File: config.mk
export PLATFORM = sky130hd
export DESIGN_NAME = pwm_timer_bank
export DESIGN_NICKNAME = d
export VERILOG_FILES = /design/src/rtl/pwm_bank_pkg.sv /design/src/rtl/pwm_prescaler.sv /design/src/rtl/pwm_divider.sv /design/src/rtl/pwm_channel.sv /design/src/rtl/pwm_timer_bank.sv
export SDC_FILE = /design/constraint.sdc
export NUM_CORES = 2
export LEC_CHECK = 0
export CORE_UTILIZATION = 59
export DETAILED_ROUTE_END_ITERATION = 6
export DONT_BUFFER_PORTS = 1
export MAX_ROUTING_LAYER = met4
export PLACE_DENSITY = 0.73
export SYNTH_ARGS = -nofsm -noshare
export SYNTH_HDL_FRONTEND = slang
export SYNTH_SLANG_ARGS = --single-unit
File: constraint.sdc
create_clock -name clk -period 4 [get_ports clk]
set_input_delay 0.6 -clock clk [delete_from_list [all_inputs] [get_ports clk]]
set_output_delay 0.6 -clock clk [all_outputs]
set_load 0.1 [all_outputs]
File: src/rtl/pwm_bank_pkg.sv
package pwm_bank_pkg;

    typedef enum logic [1:0] {
        CH_IDLE  = 2'd0,
        CH_RUN   = 2'd1,
        CH_PAUSE = 2'd2,
        CH_DONE  = 2'd3
    } ch_state_e;

    // control bit positions; the compare-less channel(s) sit after the PWM group
    function automatic int start_pos(input int ch, input int npwm);
        return (ch < npwm) ? 4 * ch : 4 * npwm;
    endfunction

    function automatic int upd_pos(input int ch, input int npwm);
        return (ch < npwm) ? 4 * ch + 1 : 4 * npwm + 1;
    endfunction

    function automatic int reload_pos(input int ch, input int npwm);
        return (ch < npwm) ? 4 * ch + 3 : 4 * npwm + 2;
    endfunction

endpackage

File: src/rtl/pwm_prescaler.sv
module pwm_prescaler #(
    parameter int PSC_W = 8
) (
    input  logic             clk,
    input  logic             rst_n,
    input  logic [PSC_W-1:0] psc_i,
    output logic             tick_o
);
    logic [PSC_W-1:0] cnt_q;

    assign tick_o = (cnt_q >= psc_i);

    always_ff @(posedge clk) begin
        if (!rst_n) begin
            cnt_q <= '0;
        end else if (tick_o) begin
            cnt_q <= '0;
        end else begin
            cnt_q <= cnt_q + 1'b1;
        end
    end


    tick_wrap_chk: assert property (@(posedge clk) disable iff (!rst_n)
        tick_o |=> (cnt_q == '0));

endmodule

File: src/rtl/pwm_divider.sv
module pwm_divider #(
    parameter int SEL_W = 4
) (
    input  logic             clk,
    input  logic             rst_n,
    input  logic             pre_tick_i,
    input  logic [SEL_W-1:0] sel_i,
    output logic             tick_o
);
    localparam int CW = (1 << SEL_W) - 1;

    logic [CW-1:0] cnt_q;
    logic [CW-1:0] mask;

    always_comb begin
        mask = (CW'(1) << sel_i) - CW'(1);
    end

    assign tick_o = pre_tick_i && ((cnt_q & mask) == mask);

    always_ff @(posedge clk) begin
        if (!rst_n) begin
            cnt_q <= '0;
        end else if (pre_tick_i) begin
            cnt_q <= cnt_q + 1'b1;
        end
    end


    div_gate_chk: assert property (@(posedge clk) disable iff (!rst_n)
        (!pre_tick_i) |=> $stable(cnt_q));

endmodule

File: src/rtl/pwm_channel.sv
module pwm_channel
    import pwm_bank_pkg::*;
#(
    parameter int CNT_W   = 32,
    parameter bit HAS_CMP = 1'b1
) (
    input  logic             clk,
    input  logic             rst_n,
    input  logic             tick_i,
    input  logic             start_i,
    input  logic             reload_en_i,
    input  logic             load_i,
    input  logic [CNT_W-1:0] cnt_buf_i,
    input  logic [CNT_W-1:0] cmp_buf_i,
    output logic [CNT_W-1:0] cnt_o,
    output logic             pwm_o,
    output logic             expire_o
);
    ch_state_e        state_q, state_d;
    logic [CNT_W-1:0] cnt_q;
    logic             expire_q;
    logic             step;
    logic             at_zero;
    logic             reload_now;

    assign step       = (state_q == CH_RUN) && start_i && tick_i;
    assign at_zero    = (cnt_q == '0);
    assign reload_now = step && at_zero && reload_en_i;

    // next-state logic
    always_comb begin
        state_d = state_q;
        if (load_i) begin
            state_d = start_i ? CH_RUN : CH_PAUSE;
        end else begin
            unique case (state_q)
                CH_IDLE:  state_d = CH_IDLE;
                CH_RUN: begin
                    if (!start_i) begin
                        state_d = CH_PAUSE;
                    end else if (tick_i && !reload_en_i && (cnt_q <= CNT_W'(1))) begin
                        state_d = CH_DONE;
                    end
                end
                CH_PAUSE: if (start_i) state_d = CH_RUN;
                CH_DONE:  state_d = CH_DONE;
                default:  state_d = CH_IDLE;
            endcase
        end
    end

    // state register
    always_ff @(posedge clk) begin
        if (!rst_n) begin
            state_q <= CH_IDLE;
        end else begin
            state_q <= state_d;
        end
    end

    // counter datapath
    always_ff @(posedge clk) begin
        if (!rst_n) begin
            cnt_q    <= '0;
            expire_q <= 1'b0;
        end else begin
            expire_q <= !load_i && step && (cnt_q == CNT_W'(1));
            if (load_i || reload_now) begin
                cnt_q <= cnt_buf_i;
            end else if (step && !at_zero) begin
                cnt_q <= cnt_q - 1'b1;
            end
        end
    end

    assign cnt_o    = cnt_q;
    assign expire_o = expire_q;

    generate
        if (HAS_CMP) begin : g_cmp
            logic [CNT_W-1:0] cmp_q;
            always_ff @(posedge clk) begin
                if (!rst_n) begin
                    cmp_q <= '0;
                end else if (load_i || reload_now) begin
                    cmp_q <= cmp_buf_i;
                end
            end
            // output process
            always_comb begin
                pwm_o = (cmp_q != '0) && (cnt_q <= cmp_q);
            end
        end else begin : g_nocmp
            logic unused_cmp;
            assign unused_cmp = ^cmp_buf_i;
            always_comb begin
                pwm_o = 1'b0;
            end
        end
    endgenerate


    stop_hold_chk: assert property (@(posedge clk) disable iff (!rst_n)
        (!start_i && !load_i) |=> $stable(cnt_q));


    done_hold_chk: assert property (@(posedge clk) disable iff (!rst_n)
        (state_q == CH_DONE && !load_i) |=> (state_q == CH_DONE && cnt_q == '0));


    expire_width_chk: assert property (@(posedge clk) disable iff (!rst_n)
        expire_q |=> !expire_q);

endmodule

File: src/rtl/pwm_timer_bank.sv
module pwm_timer_bank
    import pwm_bank_pkg::*;
#(
    parameter int NUM_CH   = 5,
    parameter int NUM_PWM  = 4,
    parameter int GRP_A_CH = 2,
    parameter int CNT_W    = 32,
    parameter int PSC_W    = 8,
    parameter int SEL_W    = 4,
    parameter int ADDR_W   = 5,
    parameter int DATA_W   = 32
) (
    input  logic               clk,
    input  logic               rst_n,
    input  logic               reg_wr_en,
    input  logic [ADDR_W-1:0]  reg_addr,
    input  logic [DATA_W-1:0]  reg_wdata,
    output logic [DATA_W-1:0]  reg_rdata,
    output logic [NUM_PWM-1:0] pwm_out,
    output logic [NUM_CH-1:0]  expire
);
    localparam int CTRL_W    = 4 * NUM_PWM + 3;
    localparam int SEL_TOT_W = NUM_CH * SEL_W;
    localparam int PSC_TOT_W = 2 * PSC_W;
    localparam int A_PSC     = 0;
    localparam int A_DIV     = 1;
    localparam int A_CTRL    = 2;
    localparam int CH_BASE   = 3;
    localparam int CH_STRIDE = 3;

    function automatic logic [CTRL_W-1:0] build_ctrl_mask();
        logic [CTRL_W-1:0] m;
        m = '0;
        for (int c = 0; c < NUM_CH; c++) begin
            m[start_pos(c, NUM_PWM)]  = 1'b1;
            m[upd_pos(c, NUM_PWM)]    = 1'b1;
            m[reload_pos(c, NUM_PWM)] = 1'b1;
        end
        return m;
    endfunction

    localparam logic [CTRL_W-1:0] CTRL_MASK = build_ctrl_mask();

    logic [PSC_TOT_W-1:0] psc_q;
    logic [SEL_TOT_W-1:0] sel_q;
    logic [CTRL_W-1:0]    ctrl_q;
    logic [CNT_W-1:0]     cnt_buf_q [NUM_CH];
    logic [CNT_W-1:0]     cmp_buf_q [NUM_PWM];
    logic [CNT_W-1:0]     cnt_act   [NUM_CH];
    logic [NUM_CH-1:0]    upd_prev_q;
    logic [NUM_CH-1:0]    load_v;
    logic [1:0]           pre_tick;

    // register writes
    always_ff @(posedge clk) begin
        if (!rst_n) begin
            psc_q  <= '0;
            sel_q  <= '0;
            ctrl_q <= '0;
            for (int n = 0; n < NUM_CH; n++) cnt_buf_q[n] <= '0;
            for (int n = 0; n < NUM_PWM; n++) cmp_buf_q[n] <= '0;
        end else if (reg_wr_en) begin
            if (reg_addr == ADDR_W'(A_PSC))  psc_q  <= reg_wdata[PSC_TOT_W-1:0];
            if (reg_addr == ADDR_W'(A_DIV))  sel_q  <= reg_wdata[SEL_TOT_W-1:0];
            if (reg_addr == ADDR_W'(A_CTRL)) ctrl_q <= reg_wdata[CTRL_W-1:0] & CTRL_MASK;
            for (int n = 0; n < NUM_CH; n++) begin
                if (reg_addr == ADDR_W'(CH_BASE + CH_STRIDE * n))
                    cnt_buf_q[n] <= reg_wdata[CNT_W-1:0];
            end
            for (int n = 0; n < NUM_PWM; n++) begin
                if (reg_addr == ADDR_W'(CH_BASE + CH_STRIDE * n + 1))
                    cmp_buf_q[n] <= reg_wdata[CNT_W-1:0];
            end
        end
    end

    // register reads
    always_comb begin
        reg_rdata = '0;
        if (reg_addr == ADDR_W'(A_PSC))  reg_rdata = DATA_W'(psc_q);
        if (reg_addr == ADDR_W'(A_DIV))  reg_rdata = DATA_W'(sel_q);
        if (reg_addr == ADDR_W'(A_CTRL)) reg_rdata = DATA_W'(ctrl_q);
        for (int n = 0; n < NUM_CH; n++) begin
            if (reg_addr == ADDR_W'(CH_BASE + CH_STRIDE * n))
                reg_rdata = DATA_W'(cnt_buf_q[n]);
            if (reg_addr == ADDR_W'(CH_BASE + CH_STRIDE * n + 2))
                reg_rdata = DATA_W'(cnt_act[n]);
        end
        for (int n = 0; n < NUM_PWM; n++) begin
            if (reg_addr == ADDR_W'(CH_BASE + CH_STRIDE * n + 1))
                reg_rdata = DATA_W'(cmp_buf_q[n]);
        end
    end

    // shared prescalers: group 0 and group 1
    generate
        for (genvar g = 0; g < 2; g++) begin : g_psc
            pwm_prescaler #(.PSC_W(PSC_W)) u_psc (
                .clk    (clk),
                .rst_n  (rst_n),
                .psc_i  (psc_q[g*PSC_W +: PSC_W]),
                .tick_o (pre_tick[g])
            );
        end
    endgenerate

    // update-bit edge memory
    always_ff @(posedge clk) begin
        if (!rst_n) begin
            upd_prev_q <= '0;
        end else begin
            for (int n = 0; n < NUM_CH; n++) upd_prev_q[n] <= ctrl_q[upd_pos(n, NUM_PWM)];
        end
    end

    generate
        for (genvar n = 0; n < NUM_CH; n++) begin : g_ch
            localparam int SP  = start_pos(n, NUM_PWM);
            localparam int UP  = upd_pos(n, NUM_PWM);
            localparam int RP  = reload_pos(n, NUM_PWM);
            localparam int GRP = (n < GRP_A_CH) ? 0 : 1;

            logic ch_tick;

            assign load_v[n] = ctrl_q[UP] && !upd_prev_q[n];

            pwm_divider #(.SEL_W(SEL_W)) u_div (
                .clk        (clk),
                .rst_n      (rst_n),
                .pre_tick_i (pre_tick[GRP]),
                .sel_i      (sel_q[n*SEL_W +: SEL_W]),
                .tick_o     (ch_tick)
            );

            if (n < NUM_PWM) begin : g_pwm
                pwm_channel #(.CNT_W(CNT_W), .HAS_CMP(1'b1)) u_chan (
                    .clk         (clk),
                    .rst_n       (rst_n),
                    .tick_i      (ch_tick),
                    .start_i     (ctrl_q[SP]),
                    .reload_en_i (ctrl_q[RP]),
                    .load_i      (load_v[n]),
                    .cnt_buf_i   (cnt_buf_q[n]),
                    .cmp_buf_i   (cmp_buf_q[n]),
                    .cnt_o       (cnt_act[n]),
                    .pwm_o       (pwm_out[n]),
                    .expire_o    (expire[n])
                );
            end else begin : g_tmr
                logic unused_pwm;
                pwm_channel #(.CNT_W(CNT_W), .HAS_CMP(1'b0)) u_chan (
                    .clk         (clk),
                    .rst_n       (rst_n),
                    .tick_i      (ch_tick),
                    .start_i     (ctrl_q[SP]),
                    .reload_en_i (ctrl_q[RP]),
                    .load_i      (load_v[n]),
                    .cnt_buf_i   (cnt_buf_q[n]),
                    .cmp_buf_i   ('0),
                    .cnt_o       (cnt_act[n]),
                    .pwm_o       (unused_pwm),
                    .expire_o    (expire[n])
                );
            end


            load_once_chk: assert property (@(posedge clk) disable iff (!rst_n)
                load_v[n] |=> !load_v[n]);
        end
    endgenerate

endmodule

# [Yosys cells after proc, flatten, opt, wreduce, memory -nomap -nowiden]
# Memories as Yosys holds them, arrays and structs flattened.
# Cells that the tools add are included.
[word_totals] memories=2 register_bits=450 word_cells=348 output_inout_bits=41 ramBits=288 inputBits=40
[mem_list] memory="cnt_buf_q" words=5 word_bits=32 rd=5 rd_ports_with_merged_regs=0 wr=5 line="pwm_timer_bank.sv:47" text="logic [CNT_W-1:0] cnt_buf_q [NUM_CH];"
[mem_list] memory="cmp_buf_q" words=4 word_bits=32 rd=4 rd_ports_with_merged_regs=0 wr=4 line="pwm_timer_bank.sv:48" text="logic [CNT_W-1:0] cmp_buf_q [NUM_PWM];"
[classes] shifts=5 n_mux=103 magnitude_cmp=11 n_addsub=17 reduce_logical=114 bitwise=15 eq_ne=51
[op_table] operator="$mux 32" count=35
[op_table] operator="$eq 32x1->1 const B" count=5
[op_table] operator="$le 32x1->1 const B" count=5
[op_table] operator="$logic_not 32->1" count=5
[op_table] operator="$sub 32x1->32 const B" count=5
[op_table] operator="$le 32x32->1" count=4
[op_table] operator="$reduce_bool 32->1" count=4
[op_table] operator="$add 15x1->15 const B" count=5
[op_table] operator="$and 15x15->15" count=5
[op_table] operator="$eq 15x15->1" count=5
[op_table] operator="$shl 1x4->15 const A" count=5
[op_table] operator="$sub 15x2->15 const B" count=5
[op_table] operator="$logic_and 1x1->1" count=59
[op_table] operator="$mux 2" count=25
[op_table] operator="$eq 5x4->1 const B" count=8
[op_table] operator="$pmux 2 s4" count=5
[op_table] operator="$mux 1" count=37
[op_table] operator="$eq 2x2->1 const B" count=10
[op_table] operator="$eq 5x3->1 const B" count=4
[op_table] operator="$logic_not 1->1" count=20
[op_table] operator="$ne 4x3->1 const B" count=5
[op_table] operator="$add 8x1->8 const B" count=2
[op_table] operator="$ge 8x8->1" count=2
[op_table] operator="$mux 16" count=1
[op_table] operator="13 further kinds" count=50

# [Depth between registers and ports, before layout]
[depth] word_depth=18 mapped_depth=16 ltp_nobuf=11

# [By module]
# A second synthesis with hierarchy kept.
[unflattened] hier_cells=4583 hier_area_um2=41777.6
[modules_own_cells] module="pwm_channel at g_ch[0].g_pwm.u_chan ..." cells_each=527 area_each_um2=4245.3 instances=4 seq_area_each_um2=1341.3
[modules_own_cells] module="pwm_timer_bank" cells_each=1479 area_each_um2=16664.7 instances=1 seq_area_each_um2=9769.4
[modules_own_cells] module="pwm_divider at g_ch[0].u_div ..." cells_each=117 area_each_um2=957.2 instances=4 seq_area_each_um2=300.3
[modules_own_cells] module="pwm_channel at g_ch[4].g_tmr.u_chan" cells_each=295 area_each_um2=2272.2 instances=1 seq_area_each_um2=700.7
[modules_own_cells] module="pwm_divider at g_ch[4].u_div" cells_each=117 area_each_um2=974.7 instances=1 seq_area_each_um2=300.3
[modules_own_cells] module="pwm_prescaler at g_psc[1].u_psc" cells_each=58 area_each_um2=530.5 instances=1 seq_area_each_um2=160.2
[modules_own_cells] module="pwm_prescaler at g_psc[0].u_psc" cells_each=58 area_each_um2=525.5 instances=1 seq_area_each_um2=160.2

# [Worst setup path after synthesis]
# No wires, ideal clock.
[synth_path] kind="input to output" from="input reg_addr[1]" to="output reg_rdata[4]" path_slack_ns=-1.195 required_time_ns=3.400 stages=11 arrival_time_ns=4.595 path_buffers=3 cell_sequence="clkbuf_1 > or3_1 > clkbuf_1 > nor3_1 > clkbuf_1 > a22oi_1 > nand2_1 > o211ai_1 > a31oi_1 > nor2_1 > o21ai_0"
[synth_between] elab_chain_cells=18 word_cells_on_any_way=34 classes_between="eq/ne: 16; mux: 17; reduce/logical: 1"
[synth_lines] element="from (decl)" line="pwm_timer_bank.sv:16" text="input logic [ADDR_W-1:0] reg_addr,"
[synth_lines] element="$logic_not 5->1" line="pwm_timer_bank.sv:80" text="if (reg_addr == ADDR_W'(A_PSC)) reg_rdata = DATA_W'(psc_q);"
[synth_lines] element="$mux 16" line="pwm_timer_bank.sv:80"
[synth_lines] element="$mux 32" line="pwm_timer_bank.sv:81" text="if (reg_addr == ADDR_W'(A_DIV)) reg_rdata = DATA_W'(sel_q);"
[synth_lines] element="$mux 32" line="pwm_timer_bank.sv:82" text="if (reg_addr == ADDR_W'(A_CTRL)) reg_rdata = DATA_W'(ctrl_q);"
[synth_lines] element="$mux 32" line="pwm_timer_bank.sv:84" text="if (reg_addr == ADDR_W'(CH_BASE + CH_STRIDE * n))"
[synth_lines] element="$mux 32" line="pwm_timer_bank.sv:86" text="if (reg_addr == ADDR_W'(CH_BASE + CH_STRIDE * n + 2))"
[synth_lines] element="$mux 32" line="pwm_timer_bank.sv:84"
[synth_lines] element="$mux 32" line="pwm_timer_bank.sv:86"
[synth_lines] element="$mux 32" line="pwm_timer_bank.sv:84"
[synth_lines] element="$mux 32" line="pwm_timer_bank.sv:86"
[synth_lines] element="$mux 32" line="pwm_timer_bank.sv:84"
[synth_lines] element="$mux 32" line="pwm_timer_bank.sv:86"
[synth_lines] element="$mux 32" line="pwm_timer_bank.sv:84"
[synth_lines] element="$mux 32" line="pwm_timer_bank.sv:86"
[synth_lines] element="$mux 32 (3 in a row)" line="pwm_timer_bank.sv:90" text="if (reg_addr == ADDR_W'(CH_BASE + CH_STRIDE * n + 1))"
[synth_lines] element="$mux 32 *" line="pwm_timer_bank.sv:90"
[synth_lines] element="to (decl)" line="pwm_timer_bank.sv:18" text="output logic [DATA_W-1:0] reg_rdata,"
# Mark *: on every way between the ends. The rest lies on a longest branch, timed or not.

# [Worst setup path after layout]
[layout_path] from="input reg_addr[2]" to="output reg_rdata[13]"
# Same word-level chain as after synthesis.

==> metrics.yaml <==
syn2layout_area_growth_pct: 12.3
end_kind: "output pin"
row_count: 93
fmax_ghz: 0.256
async_flop_share_pct: 0
p_leak_uw: 0.0157
synth_top_area_share_pct: 23.3
crit_fanout: 18
p_seq_share_pct: 46.7
yosysSeqAreaShare_pct: 45.7
clk_pin_slew_ns: 0.06
hold_buffers: 0
met1Wirelength_um: 56900
grt_start_max_net_pins: 195
critical-path-top-delay-family: "compound AO/OA/AOI/OAI gates"
regArea_um2: 17700
cts_buffer_depth: 3
avgViaCountPerCell: 6.73
drc_errors: 2
clkPwrFrac_pct: 41.7
slowest_stage: "a2111oi_0"
drt_iter0_drc: 5226
p_sw_share_pct: 27.3
cp_common_cell: "a21oi_1"
worstPathCellList: "nor2b_1 -> nand3_1 -> o21ai_0 -> a21oi_1 -> o221ai_1 -> a21oi_1 -> a2111oi_0 -> buf_4 -> o21ai_2 -> buf_12"
path_buf_inv: 2
skew_ns: 0.0146
rsz0062_at_grt: "no"
vias: 35647
num-nets-final: 4560
synth.top_cells.by_area: "dfxtp_1, edfxtp_1, ha_1"
multi_input_area_um2: 19300
die_w_um: 258
cts_tree: "yes"
met2_length_um: 64800
critPathKind: "primary input to output pin"
synthesis.nets: 4553
io_buffers: 0
hold_viol: 0
first_pass_iters: 7
outcome: "finished, violations left"
hold_class: "primary input to flop"
cap_viol_max_count: 0
overflow: 0
cts_num_sinks: 738
coreArea_um2: 64600
syn_inst: 4346
cts_root_buffer: "clkbuf_16"
yosys_warnings: 0
routed_wl_um: 152000
yosysMostFrequentCell: "nand2_1"
max_stage_delay_ns: 0.69
syn_avg_cell_area_um2: 8.89
avgRoutedWirePerCell_um: 28.6
postRouteAntennaNets: 0
worstPathArrival_ns: 3.30
place_congestion: 1.04
die-height_um: 258
grt_usage_pct: 46.4
p_int_uw: 13000
violations: "DRC"
synth-main-ff-cell: "dfxtp_1"
nFillCells: 5239
worst_slew_pin_slew_ns: 1.17
htreeDepth: 3
routed-wl-met3_um: 18800
drv_slew: 0
ir_worst_vdd_mv: 0.396
hold_slack_ns: 0.0937
synthTopCellsByCount: "nand2_1, dfxtp_1, a21oi_1"
clk-insertion-delay-late_ns: 0.64
yosysTopAreaCell: "dfxtp_1"
die-area_um2: 66500
hpwl_um: 112000
setup_violations: 0
min_period_ns: 3.90
p_comb_share_pct: 11.5
ys_ff_latch: 738
grt_pass1_vias: 32697
drive_gt1_share_pct: 8.92
synth_area_um2: 38600
synth_cell_type_count: 90
grt_pass1_wl_um: 220000
p_per_area_nw_per_um2: 412
antenna_found_initial: 8
numCtsBuffers: 80
io_pins: 81
period_share_pct: 97.6
start_util_pct: 59.8
critPathRequiredTime_ns: 3.40
setup.worst_path.start_class: "primary input"
synth_edf_count: 288
finish.utilization_pct: 67.2
max_slew_margin_pct: 21.8
switchingPower_uw: 4880
routed.top_layer: "met4"
==> repair_timing <==
action,4_1_cts,5_1_grt
cloned,0,0
pin swaps,0,4
setup buffers,0,0
endpoints found under the setup margin,3,74
gates resized for setup,3,10
==> path summary, 6_finish.rpt <==
| kind | from | to | slack [ns] | depth (start not counted) |
|---|---|---|---|---|
| max | reg_addr[2] | reg_rdata[13] | 0.1 | 10 |
| max reg2reg | sel_q[2] | g_ch[0].g_pwm.u_chan.g_cmp.cmp_q[4] | 0.33 | 14 |
| min | reg_wdata[9] | ctrl_q[9] | 0.09 | 2 |
| min reg2reg | g_ch[3].g_pwm.u_chan.state_q[0] | g_ch[3].g_pwm.u_chan.state_q[0] | 0.46 | 2 |
==> layout by cell type, fill, tap and decap left out, types with 47 or more instances in the layout <==
cell type	Yosys	routed
nor2_1	277	270
ha_1	167	167
o21ai_0	242	235
dfxtp_1	450	448
edfxtp_1	288	288
a22oi_1	69	69
buf_4	14	158
nand3_1	108	108
xor2_1	92	92
nand4_1	88	88
and3_1	47	47
clkbuf_16	0	81
nor3_1	98	91
nor4_1	94	93
inv_1	181	181
xnor2_1	90	90
nand2_1	552	552
a21oi_1	394	390
and2_1	180	180
==> registers in the layout, summed over array words and instances, names as in the netlist <==
register / cells
cnt_buf_q: 160
cmp_buf_q: 128
g_ch.g_pwm.u_chan.cnt_o: 128
g_ch.g_pwm.u_chan.g_cmp.cmp_q: 128
g_ch.u_div.cnt_q: 75
g_ch.g_tmr.u_chan.cnt_o: 32
sel_q: 20
g_psc.u_psc.cnt_q: 16
psc_q: 16
ctrl_q: 15
g_ch.g_pwm.u_chan.state_q: 8
upd_prev_q: 5
g_ch.g_pwm.u_chan.expire_o: 4
g_ch.g_tmr.u_chan.state_q: 2
g_ch.g_tmr.u_chan.expire_o: 1
==> power by group through the flow <==
stage               combinational, µW  clock, µW  sequential (µW)
floorplan                        1300          0             8320
global placement                 1960          0             8500
detailed placement               1970          0             8500
CTS                              1990       7440             8330
global route                     2150       7730             8350
finish                           2060       7460             8350
==> cells by family (layout without fill, tap and decap cells) <==
logic type | Yosys count | in the layout | synth area share, %
AOI/OAI and AO/OA | 1136 | 1136 | 18.4
xor gates and xnor gates | 182 | 182 | 4.12
DFF | 738 | 738 | 45.7
muxes | 2 | 2 | 0.0518
adders and majority gates | 167 | 167 | 5.41
and+or+nand+nor | 1662 | 1662 | 21.5
other | 0 | 25 | 0
buffers and inverters | 459 | 532 | 4.85
==> stage by stage <==
step	worst slack [ns]	TNS, ns	instance area [µm²]	power, µW	instances
floorplan	-0.439	-0.439	38700	9620	4346
global placement	0.190	0	40700	10500	5126
detailed placement	0.176	0	40700	10500	5126
CTS	0.00855	0	43300	17800	5274
global route	0.00649	0	43400	18200	5290
finish	0.0975	0	43400	17900	5299
==> per-layer routing <==
metal | global-route usage [%] | vias to the layer above
li1 | - | 15902
met2 | 66.1 | 2336
met1 | 58.7 | 16882
met3 | 11.7 | 527
met4 | 29.7 | 0
met5 | - | -
==> final cells by class <==
cell class | instances | area share (%)
inverters | 183 | 1.60
flip-flops and latches | 738 | 40.7
diodes | 25 | 0.144
multi-input cells | 3149 | 44.5
clock inverters | 37 | 0.833
clock buffers | 111 | 5.11
well taps | 855 | 2.46
repair buffers | 201 | 4.66
Note: power is estimated with default switching activity, not from simulation.
